**config.mk**
```make
export PLATFORM = sky130hd
export DESIGN_NAME = rail_reset_ctrl
export DESIGN_NICKNAME = d
export VERILOG_FILES = /design/src/rtl/rrc_pkg.sv /design/src/rtl/rrc_glitch_filter.sv /design/src/rtl/rrc_delay_timer.sv /design/src/rtl/rrc_fault_report.sv /design/src/rtl/rail_reset_ctrl.sv
export SDC_FILE = /design/constraint.sdc
export NUM_CORES = 1
export LEC_CHECK = 0
export BUFFER_PORTS_ARGS = -buffer_cell sky130_fd_sc_hd__buf_2
export CORE_ASPECT_RATIO = 0.9
export CORE_MARGIN = 2
export CORE_UTILIZATION = 40
export CTS_CLUSTER_DIAMETER = 80
export DETAILED_ROUTE_END_ITERATION = 10
export GPL_TIMING_DRIVEN = 0
export HOLD_SLACK_MARGIN = 0.05
export SKIP_CTS_REPAIR_TIMING = 1
export SYNTH_ARGS = -nofsm -noshare
export SYNTH_HDL_FRONTEND = slang
export SYNTH_SLANG_ARGS = --single-unit
```
**constraint.sdc**
```tcl
create_clock -name clk -period 2.52 [get_ports clk]
set_clock_uncertainty 0.15 [all_clocks]
set_input_delay 0.252 -clock clk [delete_from_list [all_inputs] [get_ports clk]]
set_output_delay 0.252 -clock clk [all_outputs]
set_load 0.02 [all_outputs]
```
**src/rtl/rrc_pkg.sv**
```systemverilog
package rrc_pkg;

    // Supervisor states
    typedef enum logic [1:0] {
        ST_HOLD  = 2'd0,
        ST_DELAY = 2'd1,
        ST_RUN   = 2'd2,
        ST_FAULT = 2'd3
    } sup_state_e;

endpackage

```
**src/rtl/rrc_glitch_filter.sv**
```systemverilog
module rrc_glitch_filter #(
    parameter int SAMPLES = 16
) (
    input  logic clk,
    input  logic rst_n,
    input  logic rail_ok,
    output logic rail_fail
);

    localparam int CW = $clog2(SAMPLES + 1);
    localparam logic [CW-1:0] LIMIT = CW'(SAMPLES);

    logic [CW-1:0] low_cnt;

    // Count consecutive low samples, saturate at the limit
    always_ff @(posedge clk or negedge rst_n) begin
        if (!rst_n)
            low_cnt <= '0;
        else if (rail_ok)
            low_cnt <= '0;
        else if (low_cnt != LIMIT)
            low_cnt <= low_cnt + 1'b1;
    end

    assign rail_fail = (low_cnt == LIMIT);


    fail_needs_low_chk: assert property (@(posedge clk) disable iff (!rst_n)
        $rose(rail_fail) |-> $past(!rail_ok));


    good_clears_fail_chk: assert property (@(posedge clk) disable iff (!rst_n)
        rail_ok |=> !rail_fail);

endmodule

```
**src/rtl/rrc_delay_timer.sv**
```systemverilog
module rrc_delay_timer #(
    parameter int W = 20
) (
    input  logic         clk,
    input  logic         rst_n,
    input  logic         load,
    input  logic [W-1:0] load_val,
    input  logic         run,
    output logic         done
);

    logic [W-1:0] remain;

    always_ff @(posedge clk or negedge rst_n) begin
        if (!rst_n)
            remain <= '0;
        else if (load)
            remain <= load_val;
        else if (run && remain != '0)
            remain <= remain - 1'b1;
    end

    assign done = (remain == '0);


    count_moves_down_chk: assert property (@(posedge clk) disable iff (!rst_n)
        (run && !load && remain != '0) |=> (remain < $past(remain)));

endmodule

```
**src/rtl/rrc_fault_report.sv**
```systemverilog
module rrc_fault_report #(
    parameter int NUM = 4
) (
    input  logic                   clk,
    input  logic                   rst_n,
    input  logic                   capture,
    input  logic                   clear,
    input  logic [NUM-1:0]         fail_vec,
    output logic [$clog2(NUM)-1:0] chan
);

    localparam int IW = $clog2(NUM);

    logic [IW-1:0] lowest;

    // Lowest-numbered failing rail wins
    always_comb begin
        lowest = '0;
        for (int i = NUM - 1; i >= 0; i--) begin
            if (fail_vec[i])
                lowest = IW'(i);
        end
    end

    always_ff @(posedge clk or negedge rst_n) begin
        if (!rst_n)
            chan <= '0;
        else if (clear)
            chan <= '0;
        else if (capture)
            chan <= lowest;
    end


    chan_hold_chk: assert property (@(posedge clk) disable iff (!rst_n)
        (!$past(capture) && !$past(clear)) |-> $stable(chan));

endmodule

```
**src/rtl/rail_reset_ctrl.sv**
```systemverilog
module rail_reset_ctrl #(
    parameter int NUM_RAILS    = 4,
    parameter int FILT_SAMPLES = 16,
    parameter int DLY_W        = 20
) (
    input  logic                         clk,
    input  logic                         rst_n,
    input  logic [NUM_RAILS-1:0]         rail_ok,
    input  logic                         seq_done,
    input  logic                         shutdown,
    input  logic                         rst_dis,
    input  logic                         fault_on_uv,
    input  logic [DLY_W-1:0]             delay_cfg,
    input  logic                         fault_clr,
    output logic                         rst_out_n,
    output logic                         fault_out,
    output logic                         en_drop_req,
    output logic [$clog2(NUM_RAILS)-1:0] fault_chan
);

    import rrc_pkg::*;

    sup_state_e           state, nxt;
    logic [NUM_RAILS-1:0] rail_fail;
    logic                 all_good;
    logic                 tmr_done;
    logic                 tmr_load;
    logic                 cap_fault;

    // One filter per rail
    for (genvar g = 0; g < NUM_RAILS; g++) begin : g_filt
        rrc_glitch_filter #(.SAMPLES(FILT_SAMPLES)) u_filt (
            .clk      (clk),
            .rst_n    (rst_n),
            .rail_ok  (rail_ok[g]),
            .rail_fail(rail_fail[g])
        );
    end

    assign all_good = ~|rail_fail;

    // Next-state logic
    always_comb begin
        nxt = state;
        unique case (state)
            ST_HOLD: begin
                if (!shutdown && seq_done && all_good)
                    nxt = ST_DELAY;                      // start
            end
            ST_DELAY: begin
                if (shutdown || !all_good)
                    nxt = ST_HOLD;                       // abort
                else if (tmr_done)
                    nxt = ST_RUN;                        // release
            end
            ST_RUN: begin
                if (shutdown)
                    nxt = ST_HOLD;                       // drop
                else if (!all_good)
                    nxt = fault_on_uv ? ST_FAULT : ST_HOLD; // escalate / drop
            end
            ST_FAULT: begin
                if (fault_clr)
                    nxt = ST_HOLD;                       // clear
            end
            default: nxt = ST_HOLD;
        endcase
    end

    // State register
    always_ff @(posedge clk or negedge rst_n) begin
        if (!rst_n)
            state <= ST_HOLD;
        else
            state <= nxt;
    end

    assign tmr_load  = (state == ST_HOLD) && (nxt == ST_DELAY);
    assign cap_fault = (state == ST_RUN) && (nxt == ST_FAULT);

    rrc_delay_timer #(.W(DLY_W)) u_tmr (
        .clk     (clk),
        .rst_n   (rst_n),
        .load    (tmr_load),
        .load_val(delay_cfg),
        .run     (state == ST_DELAY),
        .done    (tmr_done)
    );

    rrc_fault_report #(.NUM(NUM_RAILS)) u_rep (
        .clk     (clk),
        .rst_n   (rst_n),
        .capture (cap_fault),
        .clear   ((state == ST_FAULT) && fault_clr),
        .fail_vec(rail_fail),
        .chan    (fault_chan)
    );

    // Outputs
    always_comb begin
        rst_out_n   = rst_dis || (state == ST_RUN);
        fault_out   = (state == ST_FAULT);
        en_drop_req = (state == ST_FAULT);
    end


    release_after_count_chk: assert property (@(posedge clk) disable iff (!rst_n)
        $rose(state == ST_RUN) |-> $past(tmr_done));


    shutdown_drops_chk: assert property (@(posedge clk) disable iff (!rst_n)
        (shutdown && state != ST_FAULT) |=> (state == ST_HOLD));


    escalate_chk: assert property (@(posedge clk) disable iff (!rst_n)
        (state == ST_RUN && !all_good && fault_on_uv && !shutdown) |=> fault_out);


    no_fault_without_opt_chk: assert property (@(posedge clk) disable iff (!rst_n)
        (!fault_out && !fault_on_uv) |=> !fault_out);

endmodule

```
==> flow_metrics.env, run 1 <==
export IMPL_gr_total_overflow=0
export IMPL_grt_pass1_wl_mm=9.377
export IMPL_finalHoldViolCount=44
export IMPL_die_width_um=88.64
export IMPL_fmax_mhz=426.1
export IMPL_synth_nets=307
export IMPL_clk_pin_slew_worst_paths_ns=0.09
export IMPL_rows=27
export IMPL_fin_cells=413
export IMPL_synth_xor_area_share_pct=7.472
export IMPL_grt_util_all_layers_pct=17.03
export IMPL_synth_edf_count=0
export IMPL_tightestPinTransition_ns=0.9925
export IMPL_ys_seq_area_share_pct=42.70
export IMPL_async_flop_share_pct=100.0
export IMPL_synth_mux_area_share_pct=3.542
export IMPL_layout_common_cells="dfrtp_1 (44), buf_2 (38), nor2_1 (30)"
export IMPL_synth_area_top_cells="dfrtp_1 (43%), ha_1 (4.9%), xor2_1 (4.4%), nor2_1 (4.4%), mux2i_1 (3.1%)"
export IMPL_status="finished with violations"
export IMPL_dp_hpwl_mm=3.914
export IMPL_place_gp_congestion=0.8046
export IMPL_maxCapViolations=0
export IMPL_insertion_delay_ns=0.30
export IMPL_dp_cells=388
export IMPL_critPathArrivalTime_ns=2.39
export IMPL_hold_slack_ns=-0.03355
export IMPL_synth_top_flop_cell="dfrtp_1"
export IMPL_drt_iter0_markers=99
export IMPL_mostFrequentLayoutCell="dfrtp_1"
export IMPL_fin_total_pwr_mw=2.462
export IMPL_n_antenna_cell=0
export IMPL_clk_path_buf_depth=2
export IMPL_wire_per_inst_um=13.53
export IMPL_yosys_area_top_type="dfrtp_1"
export IMPL_avgSynthCellArea_um2=9.694
export IMPL_fin_tns_setup_ns=0
export IMPL_ys_types=51
export IMPL_cts_tree="yes"
export IMPL_cts_made_buffers=5
export IMPL_grt_antenna_before_repair=0
export IMPL_synth_fa_ha_area_share_pct=4.852
export IMPL_layout_drive_gt1_share_pct=20.86
export IMPL_fin_crit_ns=2.347
export IMPL_critPathLaunchType="register"
export IMPL_layout_nets=366
export IMPL_relSlewSlack_pct=33.83
export IMPL_violations="hold timing"
export IMPL_die_h_um=80.17
export IMPL_synth_compound_area_share_pct=11.06
export IMPL_gr_usage_met2_pct=26.79
export IMPL_clock_sinks=44
export IMPL_io_buffers=35
export IMPL_drv_slew=0
export IMPL_vias=2059
export IMPL_syn_to_final_growth_pct=23.00
export IMPL_clock_root_buffer="clkbuf_8"
export IMPL_die_area_um2=7106
export IMPL_routed_wl_mm=5.587
export IMPL_p_leak_nw=1.413
export IMPL_grt_start_max_net_pins=45
export IMPL_rsz0062_at_grt="false"
export IMPL_drc_errors=0
export IMPL_path_class="register to register"
export IMPL_core_um2=6182
export IMPL_synth_seq_cells=44
export IMPL_powerDensity_nw_per_um2=776.3
export IMPL_critPathMaxFanout=9
export IMPL_synth_simple_area_share_pct=25.08
export IMPL_initial_utilization_pct=41.71
export IMPL_via_per_inst=4.985
export IMPL_synthCells=266
export IMPL_ios=36
export IMPL_grt_pass1_vias=1994
export IMPL_yosysTopAreaCellShare_pct=42.70
export IMPL_netlist_area_um2=2579
export IMPL_grtUsageMet1_pct=23.56
export IMPL_postRouteAntennaNets=0
export IMPL_dr_pass1_iters=4
export IMPL_setup_violations=0
export IMPL_period_share_pct=93.12
export IMPL_grt_use_met3_pct=3.392
export IMPL_top_usage_layer="met2"
export IMPL_synth_warnings=0
export IMPL_endpoint_kind="register"
export IMPL_hold_path_class="primary input to async pin"
export IMPL_cp_required_ns=2.56
export IMPL_synth_top_family_by_area="simple AND/OR/NAND/NOR gates"
export IMPL_peakVddDrop_mv=0.3667
export IMPL_htreeDepth=2
[critical path: stages, from the launching register on]
cell      delay [ns]
dfrtp_1         0.38
inv_1           0.07
ha_1            0.19
and4bb_2        0.23
buf_6           0.13
nor4_4          0.31
and2_1          0.16
buf_2           0.21
mux2i_1         0.11
a221o_1         0.29
[power breakdown]
part	total (mW)	internal, mW	switching (mW)
clock	0.595	0.350	0.245
combinational	0.743	0.346	0.397
sequential	1.12	0.892	0.232
[layer usage]
metal / routed length, um / vias to the layer above
li1: - / 1054
met1: 2776 / 965
met2: 2530 / 36
met3: 227 / 4
met4: 52 / 0
met5: 0 / -
[per-stage QoR]
step,instance area (um2),util (%),setup WS [ns]
2_1_floorplan,2579,-,0.3826
3_3_place_gp,2863,46.31,0.09748
3_5_place_dp,2863,46.31,0.07335
4_1_cts,2989,48.35,0.03823
5_1_grt,3172,51.31,0.01091
6_report,3172,51.31,0.1733
[cell families after synthesis]
logic type,count (synthesis)
simple gates,111
flops,44
compound gates,43
buf+inv,27
xor+xnor,22
fa+ha+maj,10
mux,9
[layout make-up]
cell class                 instances  area [um2]
buffer                            11       82.58
clock buffer                       7       96.34
clock inverter                     1       30.03
fill                             578        3010
inverter                          16       60.06
multi-input combinational        195        1350
sequential                        44        1101
tap                               87       108.9
timing repair buffer              52       342.8
[flip-flops by register name (all words and copies together), names as in the netlist]
| signal | flops |
|---|---|
| state | 2 |
| u_rep.chan | 2 |
| u_tmr.remain | 20 |
| g_filt.u_filt.low_cnt | 20 |
[Yosys cell counts, types with 3 or more instances]
cell type  count
xnor2_1        9
o211ai_1       7
inv_1         16
dfrtp_1       44
nor2b_1        5
ha_1          10
nor3_1         7
nor2_1        30
xor2_1        13
o21ai_0       11
mux2i_1        8
nand2_1       20
nand4_1        3
nor4b_1        3
nand3_1       16
a21oi_1        7
and2_1         4
a21o_1         3
buf_2          4
buf_4          4
o311ai_0       3
[path summary, 6_finish.rpt]
| check | start | endpoint | slack (ns) | cells after the start |
|---|---|---|---|---|
| min reg2reg | u_rep.chan[1] | u_rep.chan[1] | 0.39 | 2 |
| max in group asynchronous | rst_n | u_tmr.remain[5] | 1.64 | 1 |
| max | g_filt[2].u_filt.low_cnt[0] | u_tmr.remain[12] | 0.17 | 9 |
| max reg2reg | g_filt[2].u_filt.low_cnt[0] | u_tmr.remain[12] | 0.17 | 9 |
| min | rst_n | u_tmr.remain[19] | -0.03 | 1 |
| min in group clk | delay_cfg[5] | u_tmr.remain[5] | 0.02 | 3 |
(Power assumes the default switching activity.)
==> run 2: changes to the inputs <==
--- a/config.mk
+++ b/config.mk
@@ -10,6 +10,7 @@
 export CORE_MARGIN = 2
 export CORE_UTILIZATION = 40
 export CTS_CLUSTER_DIAMETER = 80
+export CTS_CLUSTER_SIZE = 28
 export DETAILED_ROUTE_END_ITERATION = 10
 export GPL_TIMING_DRIVEN = 0
 export HOLD_SLACK_MARGIN = 0.05
==> constraint.sdc (replaced) <==
create_clock -name clk -period 2.52 [get_ports clk]
set_clock_uncertainty 0.15 [all_clocks]
set_input_delay 0.504 -clock clk [delete_from_list [all_inputs] [get_ports clk]]
set_output_delay 0.504 -clock clk [all_outputs]
set_load 0.02 [all_outputs]
==> run 2 against run 1 <==
  * The run now ends clean
  * Cell count shrank 3.9%
  * Combinational power shrank 3%
  * Wire length shrank 2.6%
  * Core utilization shrank 2.6 points
  * Global-route usage is the same
  * Critical path depth is the same
  * Clock-buffer cell count is the same
  * Sequential cell count is the same
  * Die area is the same
  * Clock power is essentially flat
  * First-iteration DRC count grew 3.0%
  * Non-clock buffer count shrank 16
  * Critical endpoint unchanged
  * Largest power group unchanged
  * Highest routed layer unchanged
==> flow_metrics.env, run 2 (synthesis gave the netlist of run 1 again) <==
export IMPL_tightestPinTransition_ns=0.9922
export IMPL_dp_hpwl_mm=3.914
export IMPL_critPathMaxFanout=9
export IMPL_rsz0062_at_grt="false"
export IMPL_grt_pass1_vias=1994
export IMPL_period_share_pct=93.06
export IMPL_drt_iter0_markers=102
export IMPL_cts_made_buffers=5
export IMPL_powerDensity_nw_per_um2=810.4
export IMPL_die_h_um=80.17
export IMPL_clock_root_buffer="clkbuf_8"
export IMPL_gr_usage_met2_pct=26.79
export IMPL_grt_util_all_layers_pct=17.03
export IMPL_mostFrequentLayoutCell="dfrtp_1"
export IMPL_grt_start_max_net_pins=45
export IMPL_dp_cells=388
export IMPL_critPathLaunchType="register"
export IMPL_grtUsageMet1_pct=23.56
export IMPL_ff2ff_path_depth=9
export IMPL_ios=36
export IMPL_fin_crit_ns=2.345
export IMPL_grt_pass1_wl_mm=9.377
export IMPL_peakVddDrop_mv=0.3658
export IMPL_die_width_um=88.64
export IMPL_gr_total_overflow=0
export IMPL_clk_pin_slew_worst_paths_ns=0.09
export IMPL_drc_errors=0
export IMPL_htreeDepth=2
export IMPL_relSlewSlack_pct=33.85
export IMPL_core_um2=6182
export IMPL_layout_nets=350
export IMPL_io_buffers=35
export IMPL_cts_tree="yes"
export IMPL_clock_sinks=44
export IMPL_post_route_util_pct=48.71
export IMPL_status="finished clean"
export IMPL_wire_per_inst_um=13.71
export IMPL_place_ws_ns=0.07335
export IMPL_place_gp_congestion=0.8046
export IMPL_die_area_um2=7106
export IMPL_cp_required_ns=2.56
export IMPL_critPathArrivalTime_ns=2.38
export IMPL_rows=27
export IMPL_layout_common_cells="dfrtp_1 (44), buf_2 (38), nor2_1 (30)"
export IMPL_routed_wl_mm=5.443
export IMPL_dr_pass1_iters=4
export IMPL_path_class="register to register"
export IMPL_grt_antenna_before_repair=0
export IMPL_top_usage_layer="met2"
export IMPL_endpoint_kind="register"
export IMPL_p_leak_nw=1.346
export IMPL_n_antenna_cell=0
export IMPL_finalHoldViolCount=0
export IMPL_setup_violations=0
export IMPL_insertion_delay_ns=0.30
export IMPL_worst_slack_ns=0.1749
export IMPL_drv_slew=0
export IMPL_postRouteAntennaNets=0
export IMPL_largestRegisters="g_filt.u_filt.low_cnt x20, u_tmr.remain x20"
export IMPL_fin_tns_setup_ns=0
export IMPL_maxCapViolations=0
export IMPL_hold_path_class="primary input to async pin"
export IMPL_fin_cells=397
export IMPL_fmax_mhz=426.4
export IMPL_via_per_inst=5.025
export IMPL_initial_utilization_pct=41.71
export IMPL_syn_to_final_growth_pct=16.79
export IMPL_grt_use_met3_pct=3.392
export IMPL_layout_drive_gt1_share_pct=21.94
export IMPL_clk_path_buf_depth=2
export IMPL_vias=1995
[run 2: cell count changes in the layout (fill, tap and decap cells not counted)]
cell	previous run	this run
dlygate4sd3_1	16	0
[run 2: final timing paths]
kind	from	slack (ns)	to
max in group asynchronous	rst_n	1.39	u_tmr.remain[5]
worst max-delay path	g_filt[2].u_filt.low_cnt[0]	0.17	u_tmr.remain[12]
worst min register to register	u_rep.chan[1]	0.39	u_rep.chan[1]
worst min-delay path	rst_n	0.22	g_filt[3].u_filt.low_cnt[4]
min in group clk	delay_cfg[15]	0.25	u_tmr.remain[15]
worst max register to register	g_filt[2].u_filt.low_cnt[0]	0.17	u_tmr.remain[12]
[run 2: worst max-delay path, cell delays in order, from the launching register on]
cell and delay [ns]:
dfrtp_1 0.37, inv_1 0.07, ha_1 0.19, and4bb_2 0.23, buf_6 0.13, nor4_4 0.31
and2_1 0.16, buf_2 0.21, mux2i_1 0.11, a221o_1 0.29
[run 2: where the power goes]
group | switching [mW] | internal, mW | leakage (nW) | total (mW)
combinational | 0.393 | 0.330 | 0.716 | 0.724
sequential | 0.231 | 0.892 | 0.566 | 1.12
clock | 0.244 | 0.350 | 0.0645 | 0.594
[run 2: layer usage]
| layer | vias to the layer above | share of wire (%) |
|---|---|---|
| li1 | 1023 | - |
| met1 | 932 | 50 |
| met2 | 36 | 45 |
| met3 | 4 | 4.6 |
| met4 | 0 | 0.96 |
| met5 | - | 0 |
[run 2: cell type report]
type,count,area [um2]
Tap cell,87,108.9
Timing Repair Buffer,36,182.7
Fill cell,590,3171
Multi-Input combinational cell,195,1350
Clock buffer,7,96.34
Buffer,11,82.58
Inverter,16,60.06
Sequential cell,44,1101
Clock inverter,1,30.03
[run 2: metrics by stage]
| step | hold slack [ns] | area (um2) | power (mW) |
|---|---|---|---|
| 2_1_floorplan | 0.05841 | 2579 | 1.628 |
| 3_3_place_gp | 0.3727 | 2863 | 1.825 |
| 3_5_place_dp | 0.3714 | 2863 | 1.848 |
| 4_1_cts | 0.2426 | 2989 | 2.457 |
| 5_1_grt | 0.2513 | 3012 | 2.640 |
| 6_report | 0.2183 | 3012 | 2.441 |
==> run 3: changes to the inputs <==
--- a/config.mk
+++ b/config.mk
@@ -5,7 +5,7 @@
 export SDC_FILE = /design/constraint.sdc
 export NUM_CORES = 1
 export LEC_CHECK = 0
-export BUFFER_PORTS_ARGS = -buffer_cell sky130_fd_sc_hd__buf_2
+export BUFFER_PORTS_ARGS = -buffer_cell sky130_fd_sc_hd__buf_4
 export CORE_ASPECT_RATIO = 0.9
 export CORE_MARGIN = 2
 export CORE_UTILIZATION = 40
==> run 3 against run 2 <==
  * Non-clock buffer count rose by 2
  * Wire length rose by 2.2%
  * Critical endpoint unchanged
  * Register-to-register slack got worse by 0.02 ns
  * Clock power fell by 9.6%
  * Largest power group unchanged
  * Sequential share of layout area fell by 1.0 points
==> flow_metrics.env, run 3 (synthesis gave the netlist of run 1 again) <==
export IMPL_status="finished clean"
export IMPL_grt_pass1_wl_mm=9.328
export IMPL_dp_cells=388
export IMPL_cts_tree="yes"
export IMPL_htreeDepth=2
export IMPL_drc_errors=0
export IMPL_n_antenna_cell=0
export IMPL_die_width_um=88.64
export IMPL_clk_pin_slew_worst_paths_ns=0.08
export IMPL_largestRegisters="g_filt.u_filt.low_cnt x20, u_tmr.remain x20"
export IMPL_grt_antenna_before_repair=0
export IMPL_p_sw_mw=0.8702
export IMPL_fmax_mhz=422.3
export IMPL_layout_common_cells="dfrtp_1 (44), buf_4 (43), nor2_1 (30)"
export IMPL_fin_total_pwr_mw=2.409
export IMPL_internal_power_mw=1.538
export IMPL_hold_slack_ns=0.04709
export IMPL_die_area_um2=7106
export IMPL_critPathLaunchType="register"
export IMPL_setup_violations=0
export IMPL_power_frac_seq_pct=46.8
export IMPL_maxCapViolations=0
export IMPL_critPathArrivalTime_ns=2.40
export IMPL_endpoint_kind="register"
export IMPL_power_frac_clock_pct=22.3
export IMPL_layout_nets=352
export IMPL_num_fill_cells=601
export IMPL_clock_root_buffer="clkbuf_8"
export IMPL_grt_util_all_layers_pct=16.99
export IMPL_grt_start_max_net_pins=45
export IMPL_period_share_pct=93.96
export IMPL_mostFrequentLayoutCell="dfrtp_1"
export IMPL_fin_cells=399
export IMPL_rsz0062_at_grt="false"
export IMPL_crit_start="g_filt[0].u_filt.low_cnt[0]"
export IMPL_vias=2056
export IMPL_dr_pass1_iters=4
export IMPL_ff2ff_path_depth=9
export IMPL_cts_made_buffers=5
export IMPL_layout_drive_gt1_share_pct=22.12
export IMPL_postRouteAntennaNets=0
export IMPL_powerDensity_nw_per_um2=777.8
export IMPL_r2r_start="g_filt[0].u_filt.low_cnt[0]"
export IMPL_hold_path_class="primary input to async pin"
export IMPL_cp_required_ns=2.56
export IMPL_peakVddDrop_mv=0.2933
export IMPL_fin_tns_setup_ns=0
export IMPL_via_per_inst=5.153
export IMPL_relSlewSlack_pct=53.02
export IMPL_rows=27
export IMPL_ios=36
export IMPL_clock_sinks=44
export IMPL_dp_hpwl_mm=4.057
export IMPL_wire_per_inst_um=13.94
export IMPL_io_buffers=35
export IMPL_fin_crit_ns=2.368
export IMPL_syn_to_final_growth_pct=20.09
export IMPL_place_gp_congestion=0.7938
export IMPL_tightestPinTransition_ns=0.6993
export IMPL_drt_iter0_markers=69
export IMPL_die_h_um=80.17
export IMPL_path_class="register to register"
export IMPL_routed_wl_mm=5.563
export IMPL_gr_total_overflow=0
export IMPL_insertion_delay_ns=0.30
export IMPL_r2r_slack_ns=0.15
export IMPL_drv_slew=0
export IMPL_finalHoldViolCount=0
export IMPL_initial_utilization_pct=41.71
export IMPL_core_um2=6182
export IMPL_worstReg2RegEnd="u_tmr.remain[12]"
export IMPL_clk_path_buf_depth=2
export IMPL_critPathMaxFanout=9
export IMPL_p_comb_share_pct=30.9
export IMPL_grt_pass1_vias=1944
export IMPL_endpoint="u_tmr.remain[12]"
export IMPL_p_sw_share_pct=36.13
export IMPL_p_leak_nw=1.375
==> run 3: worst min-delay path by stage <==
stage / to / slack, ns / cells past startpoint / start
3_3_place_gp: g_filt[3].u_filt.low_cnt[4] / 0.37 / 2 / g_filt[3].u_filt.low_cnt[4]
2_1_floorplan: g_filt[0].u_filt.low_cnt[0] / 0.06 / 0 / rst_n
5_1_grt: g_filt[3].u_filt.low_cnt[3] / 0.09 / 1 / rst_n
4_1_cts: state[1] / 0.07 / 1 / rst_n
6_report: g_filt[3].u_filt.low_cnt[4] / 0.05 / 1 / rst_n
3_5_place_dp: g_filt[0].u_filt.low_cnt[4] / 0.37 / 2 / g_filt[0].u_filt.low_cnt[4]
==> run 3: through the flow <==
step	instance area (um2)	util (%)	setup WS, ns
floorplan	2579	-	0.3826
global placement	2950	47.72	0.09418
detailed placement	2950	47.72	0.09026
CTS	3058	49.46	0.06218
global route	3097	50.09	0.0002978
finish	3097	50.09	0.1521
==> run 3: worst max-delay path: stages (launching register included) <==
cell and delay, ns:
dfrtp_1 0.39, inv_1 0.08, ha_1 0.19, and4bb_1 0.20
buf_6 0.14, nor4_4 0.32, and2_1 0.16, buf_2 0.22
mux2i_1 0.10, a221o_1 0.29
==> run 3: routing by layer <==
layer  vias up  global-route usage [%]  wire length (um)
met5         -                       0                 0
met4         0                   4.091                53
met3         6                   3.289               218
met2        34                   26.42              2554
met1       987                   24.24              2736
li1       1029                       -                 -
==> run 3: area by class of cell <==
class	instances	area, um2	area share (%)
multi-input combinational	195	1351	43.64
sequential	44	1101	35.56
timing repair buffer	38	285.3	9.212
tap	87	108.9	3.515
buffer	11	82.58	2.667
clock buffer	6	72.57	2.343
inverter	16	60.06	1.939
clock inverter	2	35.03	1.131
==> run 3: power groups by stage <==
stage	Clock, mW	Sequential, mW	Combinational (mW)
floorplan	0	1.08	0.548
global placement	0	1.13	0.719
detailed placement	0	1.14	0.736
CTS	0.560	1.12	0.741
global route	0.599	1.16	0.846
finish	0.537	1.13	0.745
